## src/rtl/falert_pkg.sv

```systemverilog
package falert_pkg;

    localparam int unsigned N_COND_DEF = 10;
    localparam int unsigned N_EN_SRC   = 2;

    typedef enum logic [1:0] {
        ST_IDLE    = 2'd0,
        ST_LATCHED = 2'd1,
        ST_REARM   = 2'd2
    } alert_st_e;

    typedef struct packed {
        logic changed;
        logic clear;
        logic active;
    } alert_evt_t;

    function automatic alert_st_e next_state(alert_st_e cur, alert_evt_t ev);
        alert_st_e nxt;
        nxt = cur;
        unique case (cur)
            ST_IDLE: begin
                if (ev.changed) nxt = ST_LATCHED;
            end
            ST_LATCHED: begin
                if (ev.changed)     nxt = ST_LATCHED;
                else if (ev.clear)  nxt = ev.active ? ST_REARM : ST_IDLE;
            end
            ST_REARM: begin
                if (ev.changed || ev.active) nxt = ST_LATCHED;
                else                         nxt = ST_IDLE;
            end
            default: nxt = ST_IDLE;
        endcase
        return nxt;
    endfunction

endpackage

```

## src/rtl/falert_change_det.sv

```systemverilog
module falert_change_det #(
    parameter int unsigned W = 10
) (
    input  logic         clk_i,
    input  logic         rst_i,
    input  logic [W-1:0] cond_i,
    output logic         changed_o,
    output logic         active_o
);
    logic [W-1:0] prev_q;

    always_ff @(posedge clk_i) begin
        if (rst_i) prev_q <= '0;
        else       prev_q <= cond_i;
    end

    assign changed_o = |(cond_i ^ prev_q);
    assign active_o  = |cond_i;

endmodule

```

## src/rtl/falert_recycle_det.sv

```systemverilog
module falert_recycle_det #(
    parameter int unsigned N_SRC = 2
) (
    input  logic             clk_i,
    input  logic             rst_i,
    input  logic [N_SRC-1:0] en_i,
    output logic [N_SRC-1:0] recycle_o
);
    genvar g;
    generate
        for (g = 0; g < N_SRC; g++) begin : g_src
            logic en_prev_q;

            always_ff @(posedge clk_i) begin
                if (rst_i) en_prev_q <= 1'b1;
                else       en_prev_q <= en_i[g];
            end

            assign recycle_o[g] = en_i[g] & ~en_prev_q;

            p_recycle_single_r7: assert property (@(posedge clk_i) disable iff (rst_i)
                recycle_o[g] |=> !recycle_o[g]);
        end
    endgenerate

endmodule

```

## src/rtl/falert_status.sv

```systemverilog
module falert_status #(
    parameter int unsigned W = 10
) (
    input  logic         clk_i,
    input  logic         rst_i,
    input  logic         clear_i,
    input  logic [W-1:0] cond_i,
    output logic [W-1:0] status_o
);
    logic [W-1:0] status_q;

    always_ff @(posedge clk_i) begin
        if (rst_i)        status_q <= '0;
        else if (clear_i) status_q <= cond_i;
        else              status_q <= status_q | cond_i;
    end

    assign status_o = status_q;

    p_sticky_r10: assert property (@(posedge clk_i) disable iff (rst_i)
        !clear_i |=> ((status_q & $past(status_q)) == $past(status_q)));

endmodule

```

## src/rtl/falert_fsm.sv

```systemverilog
module falert_fsm
    import falert_pkg::*;
(
    input  logic       clk_i,
    input  logic       rst_i,
    input  alert_evt_t evt_i,
    output alert_st_e  state_o
);
    alert_st_e state_q;

    always_ff @(posedge clk_i) begin
        if (rst_i) state_q <= ST_IDLE;
        else       state_q <= next_state(state_q, evt_i);
    end

    assign state_o = state_q;

    p_change_latches_r2: assert property (@(posedge clk_i) disable iff (rst_i)
        evt_i.changed |=> state_q == ST_LATCHED);

    p_hold_latched_r4: assert property (@(posedge clk_i) disable iff (rst_i)
        (state_q == ST_LATCHED && !evt_i.clear) |=> state_q == ST_LATCHED);

    p_rearm_r9: assert property (@(posedge clk_i) disable iff (rst_i)
        (state_q == ST_LATCHED && evt_i.clear && !evt_i.changed && evt_i.active)
        |=> state_q == ST_REARM);

    p_release_r5: assert property (@(posedge clk_i) disable iff (rst_i)
        (state_q == ST_LATCHED && evt_i.clear && !evt_i.changed && !evt_i.active)
        |=> state_q == ST_IDLE);

endmodule

```

## src/rtl/falert_ctrl.sv

```systemverilog
module falert_ctrl
    import falert_pkg::*;
#(
    parameter int unsigned N_COND = N_COND_DEF
) (
    input  logic              clk_i,
    input  logic              rst_i,
    input  logic [N_COND-1:0] cond_i,
    input  logic              rd_status_done_i,
    input  logic              clr_faults_cmd_i,
    input  logic              pin_en_i,
    input  logic              op_en_i,
    output logic              alert_n_o,
    output logic [N_COND-1:0] status_o
);
    logic                changed;
    logic                active;
    logic [N_EN_SRC-1:0] recycle;
    logic                clear_evt;
    alert_evt_t          evt;
    alert_st_e           state;

    falert_change_det #(.W(N_COND)) u_chg (
        .clk_i     (clk_i),
        .rst_i     (rst_i),
        .cond_i    (cond_i),
        .changed_o (changed),
        .active_o  (active)
    );

    falert_recycle_det #(.N_SRC(N_EN_SRC)) u_rcy (
        .clk_i     (clk_i),
        .rst_i     (rst_i),
        .en_i      ({op_en_i, pin_en_i}),
        .recycle_o (recycle)
    );

    assign clear_evt = rd_status_done_i | clr_faults_cmd_i | (|recycle);

    always_comb begin
        evt         = '0;
        evt.changed = changed;
        evt.clear   = clear_evt;
        evt.active  = active;
    end

    falert_fsm u_fsm (
        .clk_i   (clk_i),
        .rst_i   (rst_i),
        .evt_i   (evt),
        .state_o (state)
    );

    falert_status #(.W(N_COND)) u_sts (
        .clk_i    (clk_i),
        .rst_i    (rst_i),
        .clear_i  (clear_evt),
        .cond_i   (cond_i),
        .status_o (status_o)
    );

    assign alert_n_o = (state != ST_LATCHED);

    p_idle_clear_r12: assert property (@(posedge clk_i) disable iff (rst_i)
        (state == ST_IDLE && !changed) |=> alert_n_o);

    p_change_wins_r11: assert property (@(posedge clk_i) disable iff (rst_i)
        (changed && clear_evt) |=> !alert_n_o);

endmodule

```

## config.mk

```make
export PLATFORM = sky130hd
export DESIGN_NAME = falert_ctrl
export DESIGN_NICKNAME = d
export VERILOG_FILES = /design/src/rtl/falert_pkg.sv /design/src/rtl/falert_change_det.sv /design/src/rtl/falert_recycle_det.sv /design/src/rtl/falert_status.sv /design/src/rtl/falert_fsm.sv /design/src/rtl/falert_ctrl.sv
export SDC_FILE = /design/constraint.sdc
export NUM_CORES = 1
export LEC_CHECK = 0
export BUFFER_PORTS_ARGS = -buffer_cell sky130_fd_sc_hd__clkbuf_2
export CAP_MARGIN = 20
export CORE_ASPECT_RATIO = 0.8
export CORE_UTILIZATION = 32
export DETAILED_ROUTE_END_ITERATION = 6
export PLACE_DENSITY_LB_ADDON = 0.2
export SYNTH_ARGS = -nofsm -noshare
export SYNTH_HDL_FRONTEND = slang
export SYNTH_SLANG_ARGS = --single-unit
export TNS_END_PERCENT = 5
```

## constraint.sdc

```tcl
create_clock -name clk_i -period 2 [get_ports clk_i]
set_input_delay 0.3 -clock clk_i [delete_from_list [all_inputs] [get_ports clk_i]]
set_output_delay 0.3 -clock clk_i [all_outputs]
set_load 0.03 [all_outputs]
```

==> results.py <==
metrics = {
    "route": {
        "met1_length_um": 735,
        "via_per_inst": 4.366,
        "met2_length_um": 692,
        "route.detailed.drc": 0,
        "antenna_left": 0,
        "routedWlPerCell_um": 10.73,
        "drt_iter0_drc": 18,
        "vias": 620,
        "dr.pass1.iters": 4,
        "top_layer": "met3",
        "wl_met3_um": 95,
        "wl_mm": 1.523,
    },
    "synth": {
        "synthTopCellsByArea": "dfxtp_1 55%, xnor2_1 10%, a21o_1 9.5%, nor2b_1 7.9%, nor2_8 2.3%",
        "syn_nets": 93,
        "ys_ff_latch": 24,
        "syn_area_um2": 872.1,
        "seq_area_frac_synth_pct": 55.09,
        "yosys.cell_types.count": 20,
        "ys.flop_type": "dfxtp_1",
        "synth-edff-count": 0,
        "yosysMostFrequentCell": "dfxtp_1",
        "synth_cells": 77,
        "synth_largest_area_cell": "dfxtp_1",
        "avgSynthCellArea_um2": 11.33,
        "synth_top_area_share_pct": 55.09,
        "ys_top_cells_by_count": "24 x dfxtp_1, 11 x a21o_1, 11 x nor2b_1, 10 x xnor2_1, 3 x nor4_1",
        "synthArstFlopShare_pct": 0,
        "ys_warn_count": 0,
    },
    "die": {
        "start_util_pct": 34.57,
        "core-area_um2": 2522,
        "num_rows": 16,
        "dieArea_um2": 2939,
        "die_y_um": 48.69,
        "io_pins": 27,
        "die_w_um": 60.37,
    },
    "timing": {
        "hold_ws_ns": 0.1723,
        "finalHoldViolCount": 0,
        "finalSetupTns_ns": 0,
        "rsz0062_at_grt": "false",
        "slew-limit-headroom_pct": 74.24,
        "clock_skew_ns": 0.003816,
        "fin_crit_sh_pct": 65.93,
        "slew_violations": 0,
        "tightest_slew_ns": 0.3864,
        "max_freq_mhz": 758.3,
        "setup_violations": 0,
        "fin_crit_ns": 1.319,
    },
    "setup_path": {
        "cp.required_ns": 1.70,
        "critPathSlowestCell": "dfxtp_1",
        "crit_arrival_ns": 1.02,
        "cp_cell_sequence": "nand2b_1, clkbuf_2",
        "critical_path.endpoint_type": "output port",
        "cp_max_fo": 3,
        "critPathLaunchType": "flip-flop",
        "crit_type": "flip-flop to output port",
        "max_stage_delay_ns": 0.38,
    },
    "cts": {
        "cts_tree": "built",
        "cts-root-buf": "clkbuf_4",
        "cts_buffers": 3,
        "cts-htree-levels": 1,
        "clk_path_buf_depth": 2,
        "post_cts_resize_count": 0,
        "cts.reportedPaths.clkPinSlew_ns": 0.13,
        "postCtsHoldBufs": 0,
        "clk_latency_ns": 0.31,
        "post_cts_buffers": 0,
        "cts_sinks": 24,
    },
    "grt": {
        "grtUsageTotal_pct": 11.97,
        "grt.overflow.total": 0,
        "grt_max_degree": 16,
        "grt_pass1_wl_mm": 2.608,
        "antenna_found_initial": 0,
        "grt_pass1_vias": 574,
    },
    "final_layout": {
        "n_fill_cell": 265,
        "drive_above_1_share_pct": 33.96,
        "final_util_pct": 42.76,
        "antenna_cells": 0,
        "fin_nets": 123,
        "syn2layout_area_growth_pct": 23.67,
    },
    "placed_design": {
        "gp_congestion": 0.6744,
        "numPortBuffers": 26,
        "dp_hpwl_mm": 1.182,
    },
    "power": {
        "p_leak_nw": 0.5193,
        "power_density_nw_per_um2": 829.9,
        "peakVddDrop_uv": 442.6,
    },
    "flow_run": {
        "drv_cap": 0,
    },
    "worst_hold_path": {
        "min_path_type": "input port to flip-flop",
    },
    "outcome": {
        "outcome": "completed",
    },
}
[state kept, by name (all words and copies together), names as in the netlist]
signal / cells
u_sts.status_o: 10
u_fsm.state_o: 2
u_rcy.g_src.en_prev_q: 2
u_chg.prev_q: 10
[through the flow]
| step | cells | total power, W | setup slack (ns) | instance area (um^2) |
|---|---|---|---|---|
| finish | 142 | 0.0008951 | 0.6813 | 1079 |
| global route | 142 | 0.0009422 | 0.6210 | 1079 |
| CTS | 142 | 0.0009117 | 0.6582 | 1079 |
| detailed placement | 138 | 0.0006578 | 0.5873 | 1042 |
| global placement | 138 | 0.0006559 | 0.6014 | 1042 |
| floorplan | 77 | 0.0006119 | 0.7624 | 872.1 |
[worst paths after layout]
path | startpoint | endpoint | slack (ns) | cells past startpoint
worst min register to register | u_sts.status_o[9]$_SDFF_PP0_ | u_sts.status_o[9]$_SDFF_PP0_ | 0.47 | 1
worst max register to register | u_rcy.g_src[1].en_prev_q$_SDFF_PP1_ | u_sts.status_o[4]$_SDFF_PP0_ | 0.69 | 4
worst max-delay path | u_fsm.state_o[1]$_SDFFE_PP0P_ | alert_n_o | 0.68 | 2
worst min-delay path | pin_en_i | u_rcy.g_src[0].en_prev_q$_SDFF_PP1_ | 0.17 | 2
[placed cells by master, fill, tap and decap left out]
cell,n
and4_2,1
clkbuf_8,1
nor2b_4,1
nand2b_1,1
a21oi_1,1
nand3_1,1
nand4_1,2
dfxtp_1,24
nor4_1,3
or4_4,1
nor2_1,2
nor2_8,1
a21o_1,11
a211oi_1,1
clkbuf_2,26
clkbuf_4,3
nor3_1,1
o41ai_1,1
or2_2,2
xnor2_1,10
nand2_1,1
nor2b_1,11
[cells by family (layout without fill, tap and decap cells)]
| logic type | count (synthesis) | count (layout) | share of synthesized area, % |
|---|---|---|---|
| AND/OR/NAND/NOR | 28 | 28 | 22.38 |
| flip-flops | 24 | 24 | 55.09 |
| AO/OA/AOI/OAI | 14 | 14 | 11.91 |
| XOR/XNOR | 10 | 10 | 10.04 |
| buffers and inverters | 1 | 30 | 0.5733 |
[layout make-up]
| cell class | count | area (um^2) | share of cell area (%) |
|---|---|---|---|
| Clock buffer | 4 | 36.28 | 3.364 |
| Multi-Input combinational cell | 52 | 386.6 | 35.85 |
| Sequential cell | 24 | 480.5 | 44.55 |
| Tap cell | 36 | 45.04 | 4.176 |
| Timing Repair Buffer | 26 | 130.1 | 12.07 |
[report_power, final]
part           internal, W  leakage [nW]  total [W]  switching, W
Sequential        0.000505         0.200   0.000518     0.0000125
Clock             0.000111        0.0210   0.000250      0.000139
Combinational    0.0000545         0.298   0.000127     0.0000725
[per-layer routing]
layer  GRT usage (%)  up-vias
li1                -      324
met1           16.58      280
met2           17.40       16
met3           4.813        0
met4           2.326        0
met5               0        -
[worst max-delay path: cells and delay by family (launching register included)]
kind / cells / cell delay (ns)
buf+inv: 1 / 0.20
flops: 1 / 0.38
simple gates: 1 / 0.13
Power figures use the tool's default switching activity.
